<file path="src/rtl/lcd_tg_pkg.sv">
package lcd_tg_pkg;
  localparam int CFG_W         = 12;
  localparam int CFG_MODE_LSB  = 0;
  localparam int CFG_MODE_W    = 4;
  localparam int CFG_BUS18     = 7;
  localparam int CFG_VS_LOW    = 8;
  localparam int CFG_DE_LOW    = 9;
  localparam int CFG_PCLK_FALL = 10;
  localparam int CFG_HS_LOW    = 11;

  typedef enum logic [CFG_MODE_W-1:0] {
    MODE_PARALLEL = 4'h0,
    MODE_SERIAL8  = 4'h1
  } panel_mode_e;

  typedef struct packed {
    logic hs;
    logic vs;
    logic de;
    logic line_first;
    logic frame_first;
  } tg_flags_t;
endpackage

</file>
<file path="src/rtl/lcd_tg_counter.sv">
module lcd_tg_counter #(
  parameter int CNT_W = 16
) (
  input  logic             clk,
  input  logic             rst,
  input  logic             tick_en,
  input  logic             serial,
  input  logic [CNT_W-1:0] h_total,
  input  logic [CNT_W-1:0] v_total,
  output logic [CNT_W-1:0] h_cnt,
  output logic [CNT_W-1:0] v_cnt,
  output logic [1:0]       beat
);
  localparam logic [1:0] LAST_BEAT = 2'd2;

  logic pixel_step;
  logic h_last;
  logic v_last;

  assign pixel_step = !serial || (beat == LAST_BEAT);
  assign h_last     = (h_cnt == h_total - 1'b1);
  assign v_last     = (v_cnt == v_total - 1'b1);

  always_ff @(posedge clk) begin
    if (rst) begin
      h_cnt <= '0;
      v_cnt <= '0;
      beat  <= '0;
    end else if (tick_en) begin
      if (!pixel_step) begin
        beat <= beat + 1'b1;
      end else begin
        beat <= '0;
        if (h_last) begin
          h_cnt <= '0;
          v_cnt <= v_last ? '0 : v_cnt + 1'b1;
        end else begin
          h_cnt <= h_cnt + 1'b1;
        end
      end
    end
  end
endmodule

</file>
<file path="src/rtl/lcd_tg_window.sv">
module lcd_tg_window
  import lcd_tg_pkg::*;
#(
  parameter int CNT_W  = 16,
  parameter int SYNC_W = 10
) (
  input  logic [CNT_W-1:0]  h_cnt,
  input  logic [CNT_W-1:0]  v_cnt,
  input  logic [1:0]        beat,
  input  logic [SYNC_W-1:0] hs_width,
  input  logic [SYNC_W-1:0] vs_width,
  input  logic [CNT_W-1:0]  h_start,
  input  logic [CNT_W-1:0]  h_end,
  input  logic [CNT_W-1:0]  v_start,
  input  logic [CNT_W-1:0]  v_end,
  output tg_flags_t         flags
);
  localparam int PAD_W = CNT_W - SYNC_W;

  logic [CNT_W-1:0] hs_w_ext;
  logic [CNT_W-1:0] vs_w_ext;
  logic             h_in;
  logic             v_in;

  assign hs_w_ext = {{PAD_W{1'b0}}, hs_width};
  assign vs_w_ext = {{PAD_W{1'b0}}, vs_width};
  assign h_in     = (h_cnt >= h_start) && (h_cnt < h_end);
  assign v_in     = (v_cnt >= v_start) && (v_cnt < v_end);

  always_comb begin
    flags.hs          = h_cnt < hs_w_ext;
    flags.vs          = v_cnt < vs_w_ext;
    flags.de          = h_in && v_in;
    flags.line_first  = (h_cnt == '0) && (beat == 2'd0);
    flags.frame_first = flags.line_first && (v_cnt == '0);
  end
endmodule

</file>
<file path="src/rtl/lcd_tg_pixfmt.sv">
module lcd_tg_pixfmt #(
  parameter int COMP_W = 8,
  parameter int DATA_W = 18
) (
  input  logic              serial,
  input  logic              bus18,
  input  logic [1:0]        beat,
  input  logic [3*COMP_W-1:0] live_rgb,
  input  logic [3*COMP_W-1:0] held_rgb,
  output logic [DATA_W-1:0] data
);
  localparam int C6 = 6;
  localparam int C5 = 5;

  logic [COMP_W-1:0] live_c [3];
  logic [COMP_W-1:0] held_c [3];

  for (genvar i = 0; i < 3; i++) begin : g_split
    assign live_c[i] = live_rgb[(3-i)*COMP_W-1 -: COMP_W];
    assign held_c[i] = held_rgb[(3-i)*COMP_W-1 -: COMP_W];
  end

  always_comb begin
    data = '0;
    if (serial) begin
      unique case (beat)
        2'd0:    data[COMP_W-1:0] = live_c[0];
        2'd1:    data[COMP_W-1:0] = held_c[1];
        default: data[COMP_W-1:0] = held_c[2];
      endcase
    end else if (bus18) begin
      data[3*C6-1:0] = {live_c[0][COMP_W-1 -: C6],
                        live_c[1][COMP_W-1 -: C6],
                        live_c[2][COMP_W-1 -: C6]};
    end else begin
      data[C5+C6+C5-1:0] = {live_c[0][COMP_W-1 -: C5],
                            live_c[1][COMP_W-1 -: C6],
                            live_c[2][COMP_W-1 -: C5]};
    end
  end
endmodule

</file>
<file path="src/rtl/lcd_timing_gen.sv">
module lcd_timing_gen
  import lcd_tg_pkg::*;
#(
  parameter int CNT_W  = 16,
  parameter int SYNC_W = 10,
  parameter int COMP_W = 8,
  parameter int DATA_W = 18
) (
  input  logic                clk,
  input  logic                rst,
  input  logic                tick_en,
  input  logic [CFG_W-1:0]    cfg_word,
  input  logic [SYNC_W-1:0]   hs_width,
  input  logic [SYNC_W-1:0]   vs_width,
  input  logic [2*CNT_W-1:0]  timing_total,
  input  logic [2*CNT_W-1:0]  h_window,
  input  logic [2*CNT_W-1:0]  v_window,
  input  logic [3*COMP_W-1:0] pix_rgb,
  output logic                pix_take,
  output logic                lcd_hsync,
  output logic                lcd_vsync,
  output logic                lcd_de,
  output logic [DATA_W-1:0]   lcd_data,
  output logic                lcd_pclk_fall,
  output logic                line_start,
  output logic                frame_start
);
  localparam int RGB_W = 3 * COMP_W;

  logic [CNT_W-1:0]  h_cnt;
  logic [CNT_W-1:0]  v_cnt;
  logic [1:0]        beat;
  logic              serial;
  logic              bus18;
  tg_flags_t         flags;
  logic [RGB_W-1:0]  rgb_hold;
  logic [DATA_W-1:0] fmt_data;
  logic              unused_cfg;

  assign serial     = panel_mode_e'(cfg_word[CFG_MODE_LSB +: CFG_MODE_W]) == MODE_SERIAL8;
  assign bus18      = cfg_word[CFG_BUS18];
  assign unused_cfg = ^cfg_word[CFG_BUS18-1:CFG_MODE_W];

  lcd_tg_counter #(.CNT_W(CNT_W)) u_cnt (
    .clk     (clk),
    .rst     (rst),
    .tick_en (tick_en),
    .serial  (serial),
    .h_total (timing_total[2*CNT_W-1:CNT_W]),
    .v_total (timing_total[CNT_W-1:0]),
    .h_cnt   (h_cnt),
    .v_cnt   (v_cnt),
    .beat    (beat)
  );

  lcd_tg_window #(.CNT_W(CNT_W), .SYNC_W(SYNC_W)) u_win (
    .h_cnt    (h_cnt),
    .v_cnt    (v_cnt),
    .beat     (beat),
    .hs_width (hs_width),
    .vs_width (vs_width),
    .h_start  (h_window[2*CNT_W-1:CNT_W]),
    .h_end    (h_window[CNT_W-1:0]),
    .v_start  (v_window[2*CNT_W-1:CNT_W]),
    .v_end    (v_window[CNT_W-1:0]),
    .flags    (flags)
  );

  lcd_tg_pixfmt #(.COMP_W(COMP_W), .DATA_W(DATA_W)) u_fmt (
    .serial   (serial),
    .bus18    (bus18),
    .beat     (beat),
    .live_rgb (pix_rgb),
    .held_rgb (rgb_hold),
    .data     (fmt_data)
  );

  assign pix_take = tick_en && flags.de && (beat == 2'd0);

  always_ff @(posedge clk) begin
    if (rst) begin
      lcd_hsync     <= cfg_word[CFG_HS_LOW];
      lcd_vsync     <= cfg_word[CFG_VS_LOW];
      lcd_de        <= cfg_word[CFG_DE_LOW];
      lcd_data      <= '0;
      lcd_pclk_fall <= cfg_word[CFG_PCLK_FALL];
      line_start    <= 1'b0;
      frame_start   <= 1'b0;
      rgb_hold      <= '0;
    end else begin
      lcd_pclk_fall <= cfg_word[CFG_PCLK_FALL];
      if (pix_take) rgb_hold <= pix_rgb;
      if (tick_en) begin
        lcd_hsync   <= flags.hs ^ cfg_word[CFG_HS_LOW];
        lcd_vsync   <= flags.vs ^ cfg_word[CFG_VS_LOW];
        lcd_de      <= flags.de ^ cfg_word[CFG_DE_LOW];
        lcd_data    <= flags.de ? fmt_data : '0;
        line_start  <= flags.line_first;
        frame_start <= flags.frame_first;
      end
    end
  end
endmodule

</file>
<file path="config.mk">
export PLATFORM = sky130hd
export DESIGN_NAME = lcd_timing_gen
export DESIGN_NICKNAME = d
export VERILOG_FILES = /design/src/rtl/lcd_tg_pkg.sv /design/src/rtl/lcd_tg_counter.sv /design/src/rtl/lcd_tg_window.sv /design/src/rtl/lcd_tg_pixfmt.sv /design/src/rtl/lcd_timing_gen.sv
export SDC_FILE = /design/constraint.sdc
export NUM_CORES = 1
export LEC_CHECK = 0
export BUFFER_PORTS_ARGS = -buffer_cell sky130_fd_sc_hd__buf_2
export CAP_MARGIN = 20
export CORE_ASPECT_RATIO = 1.4
export CORE_UTILIZATION = 58
export DETAILED_ROUTE_END_ITERATION = 8
export GPL_ROUTABILITY_DRIVEN = 0
export PLACE_DENSITY = 0.95
export SLEW_MARGIN = 20
export SYNTH_ARGS = -nofsm -noshare
export SYNTH_HDL_FRONTEND = slang
export SYNTH_SLANG_ARGS = --single-unit
</file>
<file path="constraint.sdc">
create_clock -name clk -period 7 [get_ports clk]
set_input_delay 0.7 -clock clk [delete_from_list [all_inputs] [get_ports clk]]
set_output_delay 0.7 -clock clk [all_outputs]
set_load 0.005 [all_outputs]
</file>
Word-level counts from Yosys, hierarchy flattened
Index checks and enable logic that the tools add are counted.
Operators by class
  add/subtract/negate cells: 5
  shift operators: 0
  div/mod/pow operators: 0
  order comparisons: 6
  multiply operators: 0
  eq/ne operators: 5
  bitwise gates (word level): 3
  multiplexer cells: 15
  reductions and logical operators: 15
Operator list (count)
  16-bit two-way mux: 3
  16-bit by 1-bit adder with 16-bit output, second input constant: 2
  16-bit equality test: 2
  16-bit greater-or-equal comparator: 2
  16-bit zero test: 2
  16-bit by 10-bit < comparator with 1-bit output: 2
  16-bit < comparator: 2
  16-bit by 1-bit subtractor with 16-bit output, second input constant: 2
  18-bit two-way mux: 1
  8-bit case mux with 2 select lines: 1
  10-bit two-way mux: 1
  8-bit two-way mux: 1
  1-bit logical AND: 7
  1-bit two-way mux: 6
  4-bit by 1-bit equality test with 1-bit output, second input constant: 1
  2-bit two-way mux: 2
  3-bit AND reduction: 1
  1-bit XOR: 3
  2-bit by 1-bit adder with 2-bit output, second input constant: 1
  2-bit by 1-bit equality test with 1-bit output, second input constant: 1
  2-bit equality test, second input constant: 1
  2-bit zero test: 1
  2-bit AND reduction: 1
  2-bit nonzero test: 1
  other kinds (2): 2
Storage, ports and cells
  input bits: 155
  bits in writable memories: 0
  output and inout port bits: 25
  ROM bits: 0
  bits in latches: 0
  memories kept: 0
  register bits: 74
  logic and storage cells: 60

Logic depth before layout (Yosys ltp)
  depth in word-level cells: 6
  depth in mapped cells: 12

Modules after synthesis
Synthesis repeated with hierarchy kept, for this count alone.
Second synthesis, totals
  cell total of the unflattened synthesis: 872
  area, all modules: 7196.9 um^2
By module, submodules not included
  lcd_tg_counter: area each 2775.2 um^2, instances 1, cells an instance 356
  lcd_tg_window: area each 2058.2 um^2, instances 1, cells an instance 286
  lcd_timing_gen: area each 1909.3 um^2, instances 1, cells an instance 165
  lcd_tg_pixfmt: area each 454.2 um^2, instances 1, cells an instance 65

Worst setup path after synthesis
OpenSTA, ideal clock, no wires.
  path type: input port to output port
  from: input port h_window[9]
  to: output port pix_take
  buffers on the path: 2
  setup slack: 3.572 ns
  data arrival time: 2.728 ns
  data required time: 6.300 ns
  cell stages on the path: 11
  path through: inv_1 ha_1 a21o_1 a21o_1 a21oi_1 nor2_1 nor3_1 and3_1 and4_1 clkbuf_1 buf_2
Between the ends
  word-level cells in the longest chain between the ends: 5
RTL lines
  from (decl): RTL line lcd_timing_gen.sv:16  | input logic [2*CNT_W-1:0] h_window,
  16-bit < comparator: RTL line lcd_tg_window.sv:27  | assign h_in = (h_cnt >= h_start) && (h_cnt < h_end);
  1-bit logical AND: RTL line lcd_tg_window.sv:27
  1-bit logical AND: RTL line lcd_tg_window.sv:33  | flags.de = h_in && v_in;
  1-bit logical AND (2 in series): RTL line lcd_timing_gen.sv:78  | assign pix_take = tick_en && flags.de && (beat == 2'd0);
  to (decl): RTL line lcd_timing_gen.sv:19  | output logic pix_take,
Every way passes these cells.

Final worst setup path
  from: input port timing_total[16]
  to: register u_cnt.h_cnt[6]
Between the ends
  word-level cells in the longest chain between the ends: 3
RTL lines
  from (decl): RTL line lcd_timing_gen.sv:15  | input logic [2*CNT_W-1:0] timing_total,
  16-bit by 1-bit subtractor with 16-bit output: RTL line lcd_tg_counter.sv:21  | assign h_last = (h_cnt == h_total - 1'b1);
  16-bit equality test: RTL line lcd_tg_counter.sv:21
  16-bit two-way mux: RTL line lcd_tg_counter.sv:34  | if (h_last) begin
  to (signal assigned): RTL line lcd_tg_counter.sv:38  | h_cnt <= h_cnt + 1'b1;
  to (decl): RTL line lcd_tg_counter.sv:10  | output logic [CNT_W-1:0] h_cnt,
Every way passes these cells.
A chain may end at the register's enable or synchronous reset.

==> impl_results.md <==
- FMAX: 260 MHz
- Outcome: finished, final reports clean
- Internal power: 0.000763 W
- Maximum VDD drop: between 100 and 150 uV
- Fin crit share: between 50% and 60%
- Post-CTS setup buffer count: 0
- Crit start category: input port
- Vias per cell: between 5 and 6
- Tmin final: ~3800 ps
- Largest net degree at the start of global routing: 38
- Final Power: between 0.001 and 0.0015 W
- WP data required: 7260 ps
- Area grow syn2layout: 18.2%
- Initial antenna violation count: 0
- Post-Syn Area: 0.00663 mm^2
- Root Driver: clkbuf_16
- Sequential fraction of the synthesis area: between 20% and 30%
- CTS max path bufs: 2
- First-pass GRT wire length: approximately 29000 um
- Htree depth: 3
- Share of layout cells above drive strength 1: 21.4%
- Hold buffer count at cts: 0
- Worst-margin pin slew: 1060 ps
- Hold path depth: 2
- Switching power: approximately 0.00028 W
- N_diodes: 0
- Wire length on met3: roughly 870 um
- Drc violations: 0
- Die area: between 0.01 and 0.015 mm^2
- Clock Power Share: between 40% and 50%
- Worst slew margin relative to its limit: between 20% and 30%
- CP Capture Type: flop
- Number of synthesized register bits: 74
- DPL Wire Length: 13800 um
- PD cells: 133 mW/mm^2
- Worst skew pair latency: approximately 340 ps
- Setup TNS: 0 ps
- Cell Chain, Critical Path: buf_2, inv_1, ha_1, nor4b_1, and4b_1, mux2_2, mux2i_1, o21a_1, o21ai_1, nor2_1
- Netlist cell types: 67
- Cts bufs inserted: 9
- Clock Sinks: 74
- Starting Density: roughly 60%
- Synth Flop Type: dfxtp_1
- Reg power frac: 41.4%
- Synth Instances: 845
- Post-Route WL: between 15000 and 20000 um
- First-pass detailed-route iteration total: 6
- Vias in the first global route: approximately 6600
- Worst flop-to-flop path endpoint: u_cnt.h_cnt[6]
- # rows: 45
- Cts repair resizes: 0
- Port Buffers: between 150 and 200
- Pleak: 3.81 nW
- Clk slew on worst S/H paths: 60 ps
- Die height: ~130 um
- Ys async rst share: 0%
- R2R cell count: 7
- Total of max-cap violations: 0
- R2r setup slk: 3750 ps
- Hold EP: lcd_data[14]
- Gr ovfl total: 0
- Chip width: 92.4 um
- RSZ-0062 raised after global routing: no
- Switching share of power: between 20% and 30%
- Final Hold Violating Endpoints: 0
- Fin. max-slew vios: 0
- DR top layer: met4
- Worst Hold Launch: lcd_data[14]
- FF-to-FF Start: u_cnt.h_cnt[9]
- # setup viols final: 0
- Synth Net Count: ~1100
- WL met2: between 9000 and 10000 um
- Commonest non-fill, non-tap cell in the layout: buf_2
- Synthesized area per cell: about 7.8 um^2
- Gr usage total: a little under a third
- Wl on met1: 6780 um
- Worst min-delay path class: reg2reg
- Yosys warnings: 0
- Clk_skew: a little under 8 ps
- Crit-path max FO: 18
- Critical Path Max Stage Delay: around 700 ps
- Post-synth EDFFs: 3
- Vias: 6707
- Final ANT Viol Nets: 0
- DRT iter0 DRCs: ~330
- Combinational power share: approximately 17%
- WS Path Type: in2reg
- # IOs: 180
- Core area: ~0.011 mm^2
- CTS tree: yes
- Slowest cell on crit path: o21a_1
- Arrival time worst endpoint: about 4100 ps
- DR WL/cell: approximately 16 um
- Most frequent cells in the layout: buf_2 (176), inv_1 (92), ha_1 (89), nand2_1 (85), dfxtp_1 (71)
- Final nets: about 1200
[logic make-up after synthesis]
logic type	share of synthesized area, %
AO/OA/AOI/OAI	13.6
buffers and inverters	7.70
AND/OR/NAND/NOR	23.3
XOR/XNOR	9.77
multiplexers	6.09
adder cells (fa/ha/maj)	16.8
flip-flops	22.8
[power by group through the flow]
stage / Clock (W) / Combinational, W / Sequential (W)
6_report: 0.000433 / 0.000180 / 0.000434
5_1_grt: 0.000454 / 0.000201 / 0.000434
4_1_cts: 0.000438 / 0.000178 / 0.000433
3_5_place_dp: 0 / 0.000176 / 0.000443
3_3_place_gp: 0 / 0.000171 / 0.000442
2_1_floorplan: 0 / 0.0000984 / 0.000442
[metal layers]
layer | global-route usage, % | up-vias
li1 | - | 3272
met1 | 31.9 | 3094
met2 | 56.2 | 258
met3 | 3.66 | 83
met4 | 19.9 | 0
met5 | 0 | -
[sequential cells by signal, summed over array words and instances (netlist names)]
name / cells
u_cnt.v_cnt: 16
lcd_de: 1
u_cnt.h_cnt: 16
lcd_hsync: 1
lcd_data: 18
u_cnt.beat: 2
lcd_pclk_fall: 1
lcd_vsync: 1
frame_start: 1
line_start: 1
rgb_hold: 16
[critical path, delay by kind of cell]
family	cells	cell delay, ps
compound gates	2	1280
simple gates	3	1150
mux	2	520
fa+ha+maj	1	240
buf+inv	2	200
[worst max-delay path by stage]
| stage | end | startpoint | slack (ps) |
|---|---|---|---|
| after floorplan | pix_take | h_window[9] | 3570 |
| after global placement | u_cnt.h_cnt[13] | timing_total[16] | 2930 |
| after detailed placement | u_cnt.h_cnt[6] | timing_total[16] | 2880 |
| after CTS | pix_take | u_cnt.h_cnt[9] | 3220 |
| after global routing | u_cnt.h_cnt[10] | timing_total[16] | 2950 |
| final | u_cnt.h_cnt[6] | timing_total[16] | 3160 |
[area by class of cell]
type,instances,area (um^2)
clock buffers,10,239
clock inverters,6,40.0
fillers,846,3140
inverters,92,345
multi-input cells,644,4630
flip-flops and latches,74,1510
well taps,141,176
repair buffers,179,903
[stage by stage]
step                      cells  area, um^2  hold slack (ps)  setup slack (ps)  utilization [%]
final                      1146        7840              447              3160             71.4
after global routing       1146        7840              463              2950             71.4
after CTS                  1146        7830              450              3220             71.3
after detailed placement   1130        7550              437              2880             68.8
after global placement     1130        7550              431              2930             68.8
after floorplan             845        6630              435              3570                -
[cell usage after synthesis (2+ instances only)]
master     count  area share (%)
o211ai_1       6            0.68
nand3b_1       2            0.23
a31oi_1        3            0.28
xnor2_1       49             6.5
buf_1          2            0.11
buf_2          3            0.23
o21ai_0       49             3.7
ha_1          89              17
or3_1         10            0.94
nor3_1        24             1.8
and3_1         4            0.38
nand2_1       85             4.8
o2111ai_1      2            0.26
a21boi_0       5            0.57
and4_1         3            0.40
nand2b_1       6            0.57
nand4_1       24             2.3
o311ai_0       2            0.26
nand3_1       30             2.3
nor2_1        68             3.8
o32ai_1        4            0.53
or4_1          3            0.34
nor2b_1        9            0.85
buf_6          2            0.34
mux2i_1       28             4.2
inv_1         92             5.2
a22oi_1        8            0.91
nor4_1        17             1.6
or4b_2         2            0.30
dfxtp_1       71              21
xor2_1        25             3.3
a21oi_1       19             1.4
nor4b_1        5            0.66
a21o_1        14             1.6
a211oi_1       6            0.68
nor3b_1        2            0.23
o21a_1         4            0.45
edfxtp_1       3             1.4
o41ai_1        2            0.26
mux2_2        11             1.9
clkbuf_1      26             1.5
Power figures use the tool's default switching activity.
